$ cat config.mk
export PLATFORM = sky130hd
export DESIGN_NAME = flagOffsetProg
export DESIGN_NICKNAME = d
export VERILOG_FILES = /design/src/rtl/flagOffsetPkg.sv /design/src/rtl/flagOffsetCtrl.sv /design/src/rtl/flagOffsetData.sv /design/src/rtl/flagOffsetProg.sv
export SDC_FILE = /design/constraint.sdc
export NUM_CORES = 1
export LEC_CHECK = 0
export ABC_AREA = 1
export ABC_CLOCK_PERIOD_IN_PS = 5000
export BUFFER_PORTS_ARGS = -buffer_cell sky130_fd_sc_hd__clkbuf_2
export CAP_MARGIN = 20
export CORE_MARGIN = 2
export CORE_UTILIZATION = 52
export CTS_BUF_LIST = sky130_fd_sc_hd__clkbuf_4
export CTS_CLUSTER_DIAMETER = 50
export DETAILED_ROUTE_END_ITERATION = 7
export PLACE_DENSITY = 0.73
export SYNTH_ARGS = -nofsm -noshare
export SYNTH_HDL_FRONTEND = slang
export SYNTH_SLANG_ARGS = --single-unit
$ cat constraint.sdc
create_clock -name clk -period 5 [get_ports clk]
set_clock_uncertainty 0.1 [all_clocks]
set_input_delay 1 -clock clk [delete_from_list [all_inputs] [get_ports clk]]
set_output_delay 1 -clock clk [all_outputs]
set_load 0.005 [all_outputs]
$ cat src/rtl/flagOffsetPkg.sv
`timescale 1ns/1ps
package flagOffsetPkg;

  typedef enum logic [1:0] {
    METH_SERIAL   = 2'd0,
    METH_PARALLEL = 2'd1,
    METH_PRESET   = 2'd2
  } methodT;

  // strobes from control to datapath
  typedef struct packed {
    logic       clearAll;
    logic       loadPreset;
    logic [1:0] presetSel;
    logic       shiftIn;
    logic       wordWr;
    logic [1:0] wordIdx;
  } ofsStrbT;

  function automatic methodT decodeMethod(input logic modeSel, input logic [1:0] sel);
    if (!modeSel)        return METH_SERIAL;
    else if (sel == 2'b11) return METH_PARALLEL;
    else                 return METH_PRESET;
  endfunction

endpackage

$ cat src/rtl/flagOffsetCtrl.sv
`timescale 1ns/1ps
module flagOffsetCtrl
  import flagOffsetPkg::*;
#(
  parameter int OFS_W = 8
) (
  input  logic    clk,
  input  logic    mrstN,
  input  logic    prstN,
  input  logic    modeSel,
  input  logic    selHiSerEnN,
  input  logic    selLoSerData,
  input  logic    hostLoad,
  output methodT  methodQ,
  output ofsStrbT strb,
  output logic    progDone
);
  localparam int CHAIN_W = 4 * OFS_W;
  localparam int CNT_W   = $clog2(CHAIN_W + 1);
  localparam logic [CNT_W-1:0] LAST_BIT = CNT_W'(CHAIN_W - 1);

  logic [CNT_W-1:0] bitCnt;
  logic [1:0]       wordCnt;
  methodT           pinMethod;
  logic             active;

  assign pinMethod = decodeMethod(modeSel, {selHiSerEnN, selLoSerData});
  assign active    = mrstN && prstN && !progDone;

  always_comb begin
    strb            = '0;
    strb.presetSel  = {selHiSerEnN, selLoSerData};
    strb.wordIdx    = wordCnt;
    strb.clearAll   = !mrstN && (pinMethod != METH_PRESET);
    strb.loadPreset = !mrstN && (pinMethod == METH_PRESET);
    strb.shiftIn    = active && (methodQ == METH_SERIAL) && !selHiSerEnN;
    strb.wordWr     = active && (methodQ == METH_PARALLEL) && hostLoad;
  end

  always_ff @(posedge clk) begin
    if (!mrstN) begin
      methodQ  <= pinMethod;
      bitCnt   <= '0;
      wordCnt  <= '0;
      progDone <= (pinMethod == METH_PRESET);
    end else begin
      if (strb.shiftIn) begin
        bitCnt <= bitCnt + 1'b1;
        if (bitCnt == LAST_BIT) progDone <= 1'b1;
      end
      if (strb.wordWr) begin
        wordCnt <= wordCnt + 1'b1;
        if (wordCnt == 2'd3) progDone <= 1'b1;
      end
    end
  end

endmodule

$ cat src/rtl/flagOffsetData.sv
`timescale 1ns/1ps
module flagOffsetData
  import flagOffsetPkg::*;
#(
  parameter int OFS_W = 8
) (
  input  logic             clk,
  input  ofsStrbT          strb,
  input  logic             serData,
  input  logic [OFS_W-1:0] hostOfs,
  output logic [OFS_W-1:0] slotVal [4]
);
  localparam int CHAIN_W = 4 * OFS_W;

  logic [CHAIN_W-1:0] chainQ;
  logic [OFS_W-1:0]   presetVal;

  always_comb begin
    unique case (strb.presetSel)
      2'b00:   presetVal = OFS_W'(64);
      2'b01:   presetVal = OFS_W'(16);
      default: presetVal = OFS_W'(8);
    endcase
  end

  always_ff @(posedge clk) begin
    if (strb.clearAll)        chainQ <= '0;
    else if (strb.loadPreset) chainQ <= {4{presetVal}};
    else if (strb.shiftIn)    chainQ <= {chainQ[CHAIN_W-2:0], serData};
    else if (strb.wordWr)
      chainQ[CHAIN_W - 1 - int'(strb.wordIdx) * OFS_W -: OFS_W] <= hostOfs;
  end

  // slot 0 is Y1 at the chain head, slot 3 is X2 at the tail
  for (genvar k = 0; k < 4; k++) begin : g_slot
    assign slotVal[k] = chainQ[CHAIN_W - 1 - k * OFS_W -: OFS_W];
  end

endmodule

$ cat src/rtl/flagOffsetProg.sv
`timescale 1ns/1ps
module flagOffsetProg
  import flagOffsetPkg::*;
#(
  parameter int OFS_W = 8
) (
  input  logic             clk,
  input  logic             mrstN,
  input  logic             prstN,
  input  logic             modeSel,
  input  logic             selHiSerEnN,
  input  logic             selLoSerData,
  input  logic [OFS_W-1:0] hostOfs,
  input  logic             hostLoad,
  output logic [OFS_W-1:0] ofsY1,
  output logic [OFS_W-1:0] ofsX1,
  output logic [OFS_W-1:0] ofsY2,
  output logic [OFS_W-1:0] ofsX2,
  output logic             progDone
);
  methodT           methodQ;
  ofsStrbT          strb;
  logic [OFS_W-1:0] slotVal [4];

  flagOffsetCtrl #(.OFS_W(OFS_W)) u_ctrl (
    .clk          (clk),
    .mrstN        (mrstN),
    .prstN        (prstN),
    .modeSel      (modeSel),
    .selHiSerEnN  (selHiSerEnN),
    .selLoSerData (selLoSerData),
    .hostLoad     (hostLoad),
    .methodQ      (methodQ),
    .strb         (strb),
    .progDone     (progDone)
  );

  flagOffsetData #(.OFS_W(OFS_W)) u_data (
    .clk     (clk),
    .strb    (strb),
    .serData (selLoSerData),
    .hostOfs (hostOfs),
    .slotVal (slotVal)
  );

  assign ofsY1 = slotVal[0];
  assign ofsX1 = slotVal[1];
  assign ofsY2 = slotVal[2];
  assign ofsX2 = slotVal[3];

endmodule

==> results of run 1 <==
==> metal layers <==
metal / vias up / routed length, um / GRT usage [%]
met3: 13 / 335 / 4.94
met4: 0 / 135 / 9.29
met2: 69 / 2780 / 40.0
met1: 1079 / 2930 / 34.3
met5: - / 0 / 0
li1: 1306 / - / -
==> cells in the final DEF (no fill, tap or decap), drive strengths merged <==
cell type / instances
nand2: 130
nor2: 91
clkbuf: 52
dfxtp: 41
o21ai: 26
a21oi: 24
inv: 20
nand3: 13
nor3: 10
o21bai: 7
ha: 5
edfxtp: 2
clkinv: 2
and2: 1
xor2: 1
o21a: 1
bufinv: 1
buf: 1
==> worst paths after layout <==
| check | startpoint | end | slack [ns] | cells after the start |
|---|---|---|---|---|
| setup / recovery | mrstN | u_data.slotVal[21] | 2.32 | 8 |
| hold reg to reg | u_ctrl.bitCnt[4] | u_ctrl.bitCnt[4] | 0.36 | 2 |
| hold / removal | u_ctrl.bitCnt[4] | u_ctrl.bitCnt[4] | 0.36 | 2 |
| setup reg to reg | u_ctrl.methodQ[0] | u_data.slotVal[21] | 2.71 | 8 |
==> worst max-delay path: stages <==
cell and delay [ns]:
clkbuf_2 0.22, nand3_2 0.13, nor2_4 0.74, nor2_8 0.08, nand2_1 0.33, inv_1 0.17
nor2_1 0.12, nor2_1 0.05
==> state kept, by name, summed over array words and instances, names as in the netlist <==
register,cells
u_ctrl.progDone,1
u_ctrl.wordCnt,2
u_ctrl.bitCnt,6
u_data.slotVal,32
u_ctrl.methodQ,2
==> final cells by class <==
cell class	instances	area (um^2)
Multi-Input combinational cell	309	1440
Tap cell	54	67.6
Clock buffer	5	37.5
Clock inverter	3	38.8
Timing Repair Buffer	48	243
Fill cell	479	1910
Inverter	20	75.1
Sequential cell	43	881
==> power by group through the flow <==
stage	logic, mW	clock network [mW]	registers, mW
global route	0.146	0.240	0.402
finish	0.128	0.221	0.399
floorplan	0.0797	0	0.404
CTS	0.128	0.227	0.398
detailed placement	0.127	0	0.406
global placement	0.125	0	0.406
==> logic make-up after synthesis <==
group / count (synthesis)
flops: 43
buf+inv: 36
simple gates: 245
xor+xnor: 1
compound gates: 58
fa+ha+maj: 5
==> per-stage QoR <==
stage               util, %  hold slack, ns  cells  setup WS (ns)
finish                 59.3           0.359    482           2.32
global route           59.3           0.415    482           2.08
CTS                    59.3           0.362    482           2.34
detailed placement     57.7           0.343    474           1.94
global placement       57.7           0.340    474           2.01
floorplan                 -           0.328    388           2.91
==> impl_table.tex, run 1 <==
\begin{tabular}{lr}
\hline
Metric & Value \\
\hline
\multicolumn{2}{l}{\textbf{Pwr}} \\
Total net switching power & 217 uW \\
Switching part of the total & 29.1\% \\
Fraction of power consumed by sequential logic & 53.4\% \\
Highest ir drop seen on vdd & 0.133 mV \\
Power Total & about 750 uW \\
Pwr/cell area & 269 nW/um\^{}2 \\
Int Power & around 530 uW \\
Combinational cell fraction of total power & 17.1\% \\
Fraction of power consumed by the clock network & approximately 30\% \\
Static leakage power & 1.31 nW \\
\multicolumn{2}{l}{\textbf{Synthesis}} \\
Post-synth EDFFs & 2 \\
Adder and majority cell fraction of the synthesized area & about 2.5\% \\
Number of distinct library cell variants in the gate-level netlist after synthesis & 26 \\
Synthesized-area fraction occupied by xor and xnor cells & less than 1\% \\
Asr flop ratio synth & 0\% \\
Cell area after synthesis & approximately 2500 um\^{}2 \\
Post-synth net total & 408 \\
Portion of the post-synthesis area used by sequential elements & around a third \\
Area leader, netlist & dfxtp\_1 \\
Synthesized flop and latch total & 43 \\
Ranking of synthesized cells by area & dfxtp\_1 (33\%), nand2\_1 (18\%), nor2\_1 (13\%) \\
Mux cell area share after synthesis & 0\% \\
Top cell type's share of synthesized area & around 33\% \\
Most instantiated flip-flop cell in the synthesis netlist & dfxtp\_1 \\
Avg Inst Size Synth & about 6.5 um\^{}2 \\
Post-synth top cells & nand2\_1 (122), nor2\_1 (85), dfxtp\_1 (41) \\
Number of instances in the synthesized netlist & 388 \\
Compound-gate portion of the synthesized area & 12.5\% \\
Warnings from Yosys & 0 \\
Area fraction in and, or, nand and nor cells after synthesis & 42.0\% \\
Top-count cell post-synth & nand2\_1 \\
Largest family of logic cells by synthesized area & simple AND/OR/NAND/NOR gates \\
\multicolumn{2}{l}{\textbf{Placed design}} \\
Total half-perimeter wirelength after legalization and detailed placement & 4490 um \\
Port bufs & 47 \\
Weighted congestion at the end of routability-driven global placement & 0.949 \\
Post-detailed-placement cell area & 2710 um\^{}2 \\
\multicolumn{2}{l}{\textbf{Floorplanning}} \\
Die Wd & 73.4 um \\
Area of the core & around 4700 um\^{}2 \\
Starting utilization of the core area & 53.4\% \\
Vert. Die Dim & about 73 um \\
Number of core rows & 25 \\
Die outline area & 5390 um\^{}2 \\
IO Count & 48 \\
\multicolumn{2}{l}{\textbf{Timing}} \\
Post-layout minimum cycle time & between 2 and 3 ns \\
Ratio of final minimum period to clock period & 53.6\% \\
Final max-slew violation count & 0 \\
Setup TNS & 0 ns \\
Final setup violating endpoints & 0 \\
Max transition margin & 38.5\% \\
Final Hold Violating Endpoints & 0 \\
Unrepaired setup endpoints after global routing & no \\
Fmax & 0.373 GHz \\
Worst Max-Slew Pin Slew & between 0.9 and 1 ns \\
\multicolumn{2}{l}{\textbf{Worst setup path}} \\
Arr. time, crit path & around 2.9 ns \\
Required time of the worst setup path & 5.17 ns \\
Setup Crit Path Kind & primary input to flop \\
Maximum net fanout on the critical path & 39 \\
Crit path capture type & flop \\
Type of origin of the critical path & primary input \\
\multicolumn{2}{l}{\textbf{Clocking}} \\
Clock tree from TritonCTS & done \\
H-tree level count & 2 \\
Buffer count from post-CTS setup fixing & 0 \\
Root Driver & clkbuf\_4 \\
Sink Count & 43 \\
Number of hold-repair buffers added at the cts stage & 0 \\
Maximum count of clock buffers along a single path & 2 \\
Clock network latency to the later pin of the worst-skew pair & between 0.3 and 0.4 ns \\
TritonCTS Buffers & 5 \\
Clock transition at path regs & 0.13 ns \\
Total of cells resized after clock tree synthesis & 0 \\
\multicolumn{2}{l}{\textbf{Detailed routing}} \\
Length of the first detailed-routing pass in iterations & 4 \\
Routed vias/inst & 5.12 \\
Routed Antenna Nets & 0 \\
Total routed wirelength & a little over 6000 um \\
DR WL/cell & 12.8 um \\
Number of vias in the routed layout & about 2,500 \\
Total DRC errors in the routed layout & 0 \\
DR iter-0 viols & 172 \\
\multicolumn{2}{l}{\textbf{Global route}} \\
Maximum number of pins on one net before global-route repair & 40 \\
Residual overflow from global routing & 0 \\
Overall global routing resource usage & 25.3\% \\
First-pass GRT wire length & about 11,000 um \\
Number of antenna violations at the first check in global routing & 0 \\
Vias in the first global route & 2,253 \\
\multicolumn{2}{l}{\textbf{Finish}} \\
Area growth from synthesis to layout & 10.9\% \\
Antenna diodes & 0 \\
Finished Cell Area & 2780 um\^{}2 \\
Count of nets after finishing & 447 \\
Layout cells sized above 1 & around 17\% \\
\multicolumn{2}{l}{\textbf{Status}} \\
Outcome & completed \\
\multicolumn{2}{l}{\textbf{Job}} \\
Max-cap check violation count & 0 \\
\multicolumn{2}{l}{\textbf{Hold path}} \\
Type of the tightest min-delay check & flop to flop \\
\hline
\end{tabular}
No activity file was read; power rests on OpenSTA's default activity.
==> run 2: changes to the inputs <==
--- a/config.mk
+++ b/config.mk
@@ -5,8 +5,8 @@
 export SDC_FILE = /design/constraint.sdc
 export NUM_CORES = 1
 export LEC_CHECK = 0
-export ABC_AREA = 1
-export ABC_CLOCK_PERIOD_IN_PS = 5000
+export ABC_AREA = 0
+export ABC_CLOCK_PERIOD_IN_PS = 2700
 export BUFFER_PORTS_ARGS = -buffer_cell sky130_fd_sc_hd__clkbuf_2
 export CAP_MARGIN = 20
 export CORE_MARGIN = 2
@@ -14,7 +14,7 @@
 export CTS_BUF_LIST = sky130_fd_sc_hd__clkbuf_4
 export CTS_CLUSTER_DIAMETER = 50
 export DETAILED_ROUTE_END_ITERATION = 7
-export PLACE_DENSITY = 0.73
+export PLACE_DENSITY = 0.72
 export SYNTH_ARGS = -nofsm -noshare
 export SYNTH_HDL_FRONTEND = slang
 export SYNTH_SLANG_ARGS = --single-unit
==> constraint.sdc (replaced) <==
create_clock -name clk -period 2.7 [get_ports clk]
set_clock_uncertainty 0.1 [all_clocks]
set_input_delay 0.54 -clock clk [delete_from_list [all_inputs] [get_ports clk]]
set_output_delay 0.54 -clock clk [all_outputs]
set_load 0.005 [all_outputs]
==> run 2 against run 1 <==
Sequential power rose by 84%. Combinational power rose by 110%. Power rose by 78%. Utilization rose by 1.3 points. Flip-flop and latch count did not move. Synthesized cell count fell by 23%. Clock-buffer cell count rose by 2. Wire length rose by 14%. Clock power rose by 47%. Critical path depth fell by 2. Critical endpoint is now u_data.slotVal[29]. Largest cell class unchanged.
==> impl_table.tex, run 2 <==
\begin{tabular}{lr}
\hline
Metric & Value \\
\hline
\multicolumn{2}{l}{\textbf{Job}} \\
Max-cap check violation count & 0 \\
\multicolumn{2}{l}{\textbf{Synthesis}} \\
Most instantiated flip-flop cell in the synthesis netlist & dfxtp\_1 \\
Portion of the post-synthesis area used by sequential elements & 33.6\% \\
Post-synth top cells & dfxtp\_1 (41), nor3\_1 (25), nand3\_1 (22) \\
Ranking of synthesized cells by area & dfxtp\_1 (31\%), a311oi\_2 (11\%), nor3\_1 (4.8\%) \\
Synthesized flop and latch total & 43 \\
Top-count cell post-synth & dfxtp\_1 \\
Post-synth net total & 318 \\
Asr flop ratio synth & 0\% \\
Number of distinct library cell variants in the gate-level netlist after synthesis & 45 \\
Cell area after synthesis & 2620 um\^{}2 \\
Number of instances in the synthesized netlist & 298 \\
Warnings from Yosys & 0 \\
Area leader, netlist & dfxtp\_1 \\
Avg Inst Size Synth & 8.80 um\^{}2 \\
Top cell type's share of synthesized area & 31.3\% \\
Post-synth EDFFs & 2 \\
\multicolumn{2}{l}{\textbf{Global route}} \\
First-pass GRT wire length & 11,500 um \\
Vias in the first global route & between 2,000 and 2,500 \\
Residual overflow from global routing & 0 \\
Maximum number of pins on one net before global-route repair & just over 40 \\
Overall global routing resource usage & 26.6\% \\
Number of antenna violations at the first check in global routing & 0 \\
\multicolumn{2}{l}{\textbf{Timing}} \\
Unrepaired setup endpoints after global routing & no \\
Final setup violating endpoints & 0 \\
Setup TNS & 0 ns \\
Fmax & 0.462 GHz \\
Final Hold Violating Endpoints & 0 \\
Max transition margin & 64.8\% \\
Worst Max-Slew Pin Slew & 0.528 ns \\
Post-layout minimum cycle time & 2.16 ns \\
Final max-slew violation count & 0 \\
Ratio of final minimum period to clock period & roughly four fifths \\
\multicolumn{2}{l}{\textbf{Finish}} \\
Antenna diodes & 0 \\
Number of flip-flops in the largest register & 32 \\
FILL cells & 450 \\
Count of nets after finishing & between 300 and 400 \\
Finished Cell Area & 2900 um\^{}2 \\
Layout cells sized above 1 & 29.0\% \\
Final Core Density & 60.5\% \\
Filler-free cell count of the finished design & 398 \\
Area growth from synthesis to layout & 10.4\% \\
Commonest non-fill, non-tap cell in the layout & clkbuf\_2 \\
Commonest cells after routing, fill and taps aside & clkbuf\_2 (47), dfxtp\_1 (41), nor3\_1 (25), nand3\_1 (22) \\
\multicolumn{2}{l}{\textbf{Placed design}} \\
Total half-perimeter wirelength after legalization and detailed placement & between 5000 and 6000 um \\
Port bufs & between 40 and 50 \\
Weighted congestion at the end of routability-driven global placement & 0.887 \\
Cell Count Post-Placement & 390 \\
Post-detailed-placement cell area & between 2000 and 3000 um\^{}2 \\
\multicolumn{2}{l}{\textbf{Worst setup path}} \\
Arr. time, crit path & 2.34 ns \\
Launching element of the worst setup path & u\_ctrl.wordCnt[0] \\
Maximum net fanout on the critical path & 15 \\
Cells along the critical path & inv\_1 > ha\_1 > or3b\_1 > a21oi\_1 > nand3\_1 > a311oi\_2 \\
Reg2Reg Depth & 6 \\
RR Endpoint & u\_data.slotVal[29] \\
Required time of the worst setup path & 2.87 ns \\
Slack of the worst reg-to-reg path & 0.54 ns \\
FF-to-FF Start & u\_ctrl.wordCnt[0] \\
Crit path capture type & flop \\
Type of origin of the critical path & flop \\
Maximum cell stage delay along the critical path & 0.48 ns \\
Slowest stage cell, crit path & dfxtp\_1 \\
Setup Crit Path Kind & flop to flop \\
\multicolumn{2}{l}{\textbf{Floorplanning}} \\
Starting utilization of the core area & 54.8\% \\
Vert. Die Dim & 75.0 um \\
Area of the core & 4790 um\^{}2 \\
Die Wd & about 75 um \\
Number of core rows & 25 \\
IO Count & 48 \\
Die outline area & approximately 5600 um\^{}2 \\
\multicolumn{2}{l}{\textbf{Hold path}} \\
Type of the tightest min-delay check & flop to flop \\
Worst hold path depth & 2 \\
Endpoint of the worst hold-timing path & u\_ctrl.bitCnt[1] \\
Hold\_sp & u\_ctrl.bitCnt[1] \\
\multicolumn{2}{l}{\textbf{Pwr}} \\
Switching part of the total & 29.8\% \\
Fraction of power consumed by sequential logic & approximately 55\% \\
Pwr/cell area & 459 nW/um\^{}2 \\
Int Power & 934 uW \\
Static leakage power & 1.09 nW \\
Fraction of power consumed by the clock network & around 25\% \\
Total net switching power & 397 uW \\
Highest ir drop seen on vdd & roughly 0.23 mV \\
Combinational cell fraction of total power & around a fifth \\
\multicolumn{2}{l}{\textbf{Detailed routing}} \\
Length of the first detailed-routing pass in iterations & 5 \\
Total DRC errors in the routed layout & 0 \\
DR iter-0 viols & 215 \\
DR WL/cell & 17.8 um \\
Routed Antenna Nets & 0 \\
Total routed wirelength & 7070 um \\
Number of vias in the routed layout & 2,535 \\
Routed vias/inst & $\sim$6.4 \\
\multicolumn{2}{l}{\textbf{Clocking}} \\
Root Driver & clkbuf\_4 \\
Number of hold-repair buffers added at the cts stage & 0 \\
Clock tree from TritonCTS & done \\
Total of cells resized after clock tree synthesis & 0 \\
TritonCTS Buffers & 5 \\
Clock network latency to the later pin of the worst-skew pair & 0.35 ns \\
Sink Count & 43 \\
Buffer count from post-CTS setup fixing & 0 \\
Clock transition at path regs & 0.13 ns \\
H-tree level count & 2 \\
Maximum count of clock buffers along a single path & 2 \\
\multicolumn{2}{l}{\textbf{Status}} \\
Outcome & completed \\
\hline
\end{tabular}
==> run 2: cell count changes after synthesis, moves of 11 or more <==
cell      previous run  this run
nand4_1              0        17
o21ai_0             18         7
nand2_1            122        19
nor2_1              85         8
a311oi_2             0        19
nand3_1             11        22
and3_1               0        14
inv_1               19         6
nor3_1              10        25
==> run 2: worst max path at each step <==
| stage | slack, ns | end |
|---|---|---|
| detailed placement | 0.21 | u_data.slotVal[29] |
| global route | 0.25 | u_data.slotVal[29] |
| floorplan | 0.67 | u_data.slotVal[30] |
| CTS | 0.54 | u_data.slotVal[29] |
| global placement | 0.30 | u_data.slotVal[24] |
| finish | 0.54 | u_data.slotVal[29] |
==> run 2: cell families (layout without fill, tap and decap cells) <==
| logic type | count (synthesis) | after routing | share of synthesized area (%) |
|---|---|---|---|
| DFF | 43 | 43 | 33.6 |
| adders and majority gates | 5 | 5 | 2.38 |
| xor gates and xnor gates | 6 | 6 | 2.00 |
| and+or+nand+nor | 126 | 126 | 26.9 |
| buffers and inverters | 40 | 73 | 8.87 |
| AOI/OAI and AO/OA | 77 | 77 | 25.8 |
| muxes | 1 | 1 | 0.382 |
==> run 2: area by class of cell <==
class	instances	area, um^2	area share [%]
clock buffer	7	52.6	1.81
multi-input combinational	215	1510	52.1
clock inverter	1	5.00	0.173
tap	67	83.8	2.89
timing repair buffer	57	335	11.6
inverter	8	30.0	1.04
sequential	43	881	30.4
==> run 2: power groups by stage <==
stage / Clock [mW] / Combinational [mW] / Sequential (mW)
floorplan: 0 / 0.178 / 0.741
global placement: 0 / 0.263 / 0.747
detailed placement: 0 / 0.269 / 0.749
CTS: 0.332 / 0.270 / 0.734
global route: 0.358 / 0.298 / 0.741
finish: 0.325 / 0.271 / 0.735
==> run 2: critical path, delay by kind of cell (launching register included) <==
family / cells / cell delay (ns)
compound gates: 2 / 0.64
simple gates: 2 / 0.57
flops: 1 / 0.48
fa+ha+maj: 1 / 0.17
buf+inv: 1 / 0.15
==> run 2: routing by layer <==
layer  global-route usage [%]  routed length (um)  up-vias
met5                        0                   0        -
met4                     9.92                  89        0
met3                     4.55                 404       10
met2                     42.3                3350       92
met1                     36.2                3230     1223
li1                         -                   -     1210
==> run 2: metrics by stage <==
stage	setup WS, ns	hold slack (ns)	power (mW)
finish	0.536	0.397	1.33
global route	0.253	0.407	1.40
CTS	0.541	0.396	1.34
global placement	0.297	0.375	1.01
detailed placement	0.207	0.379	1.02
floorplan	0.673	0.363	0.919
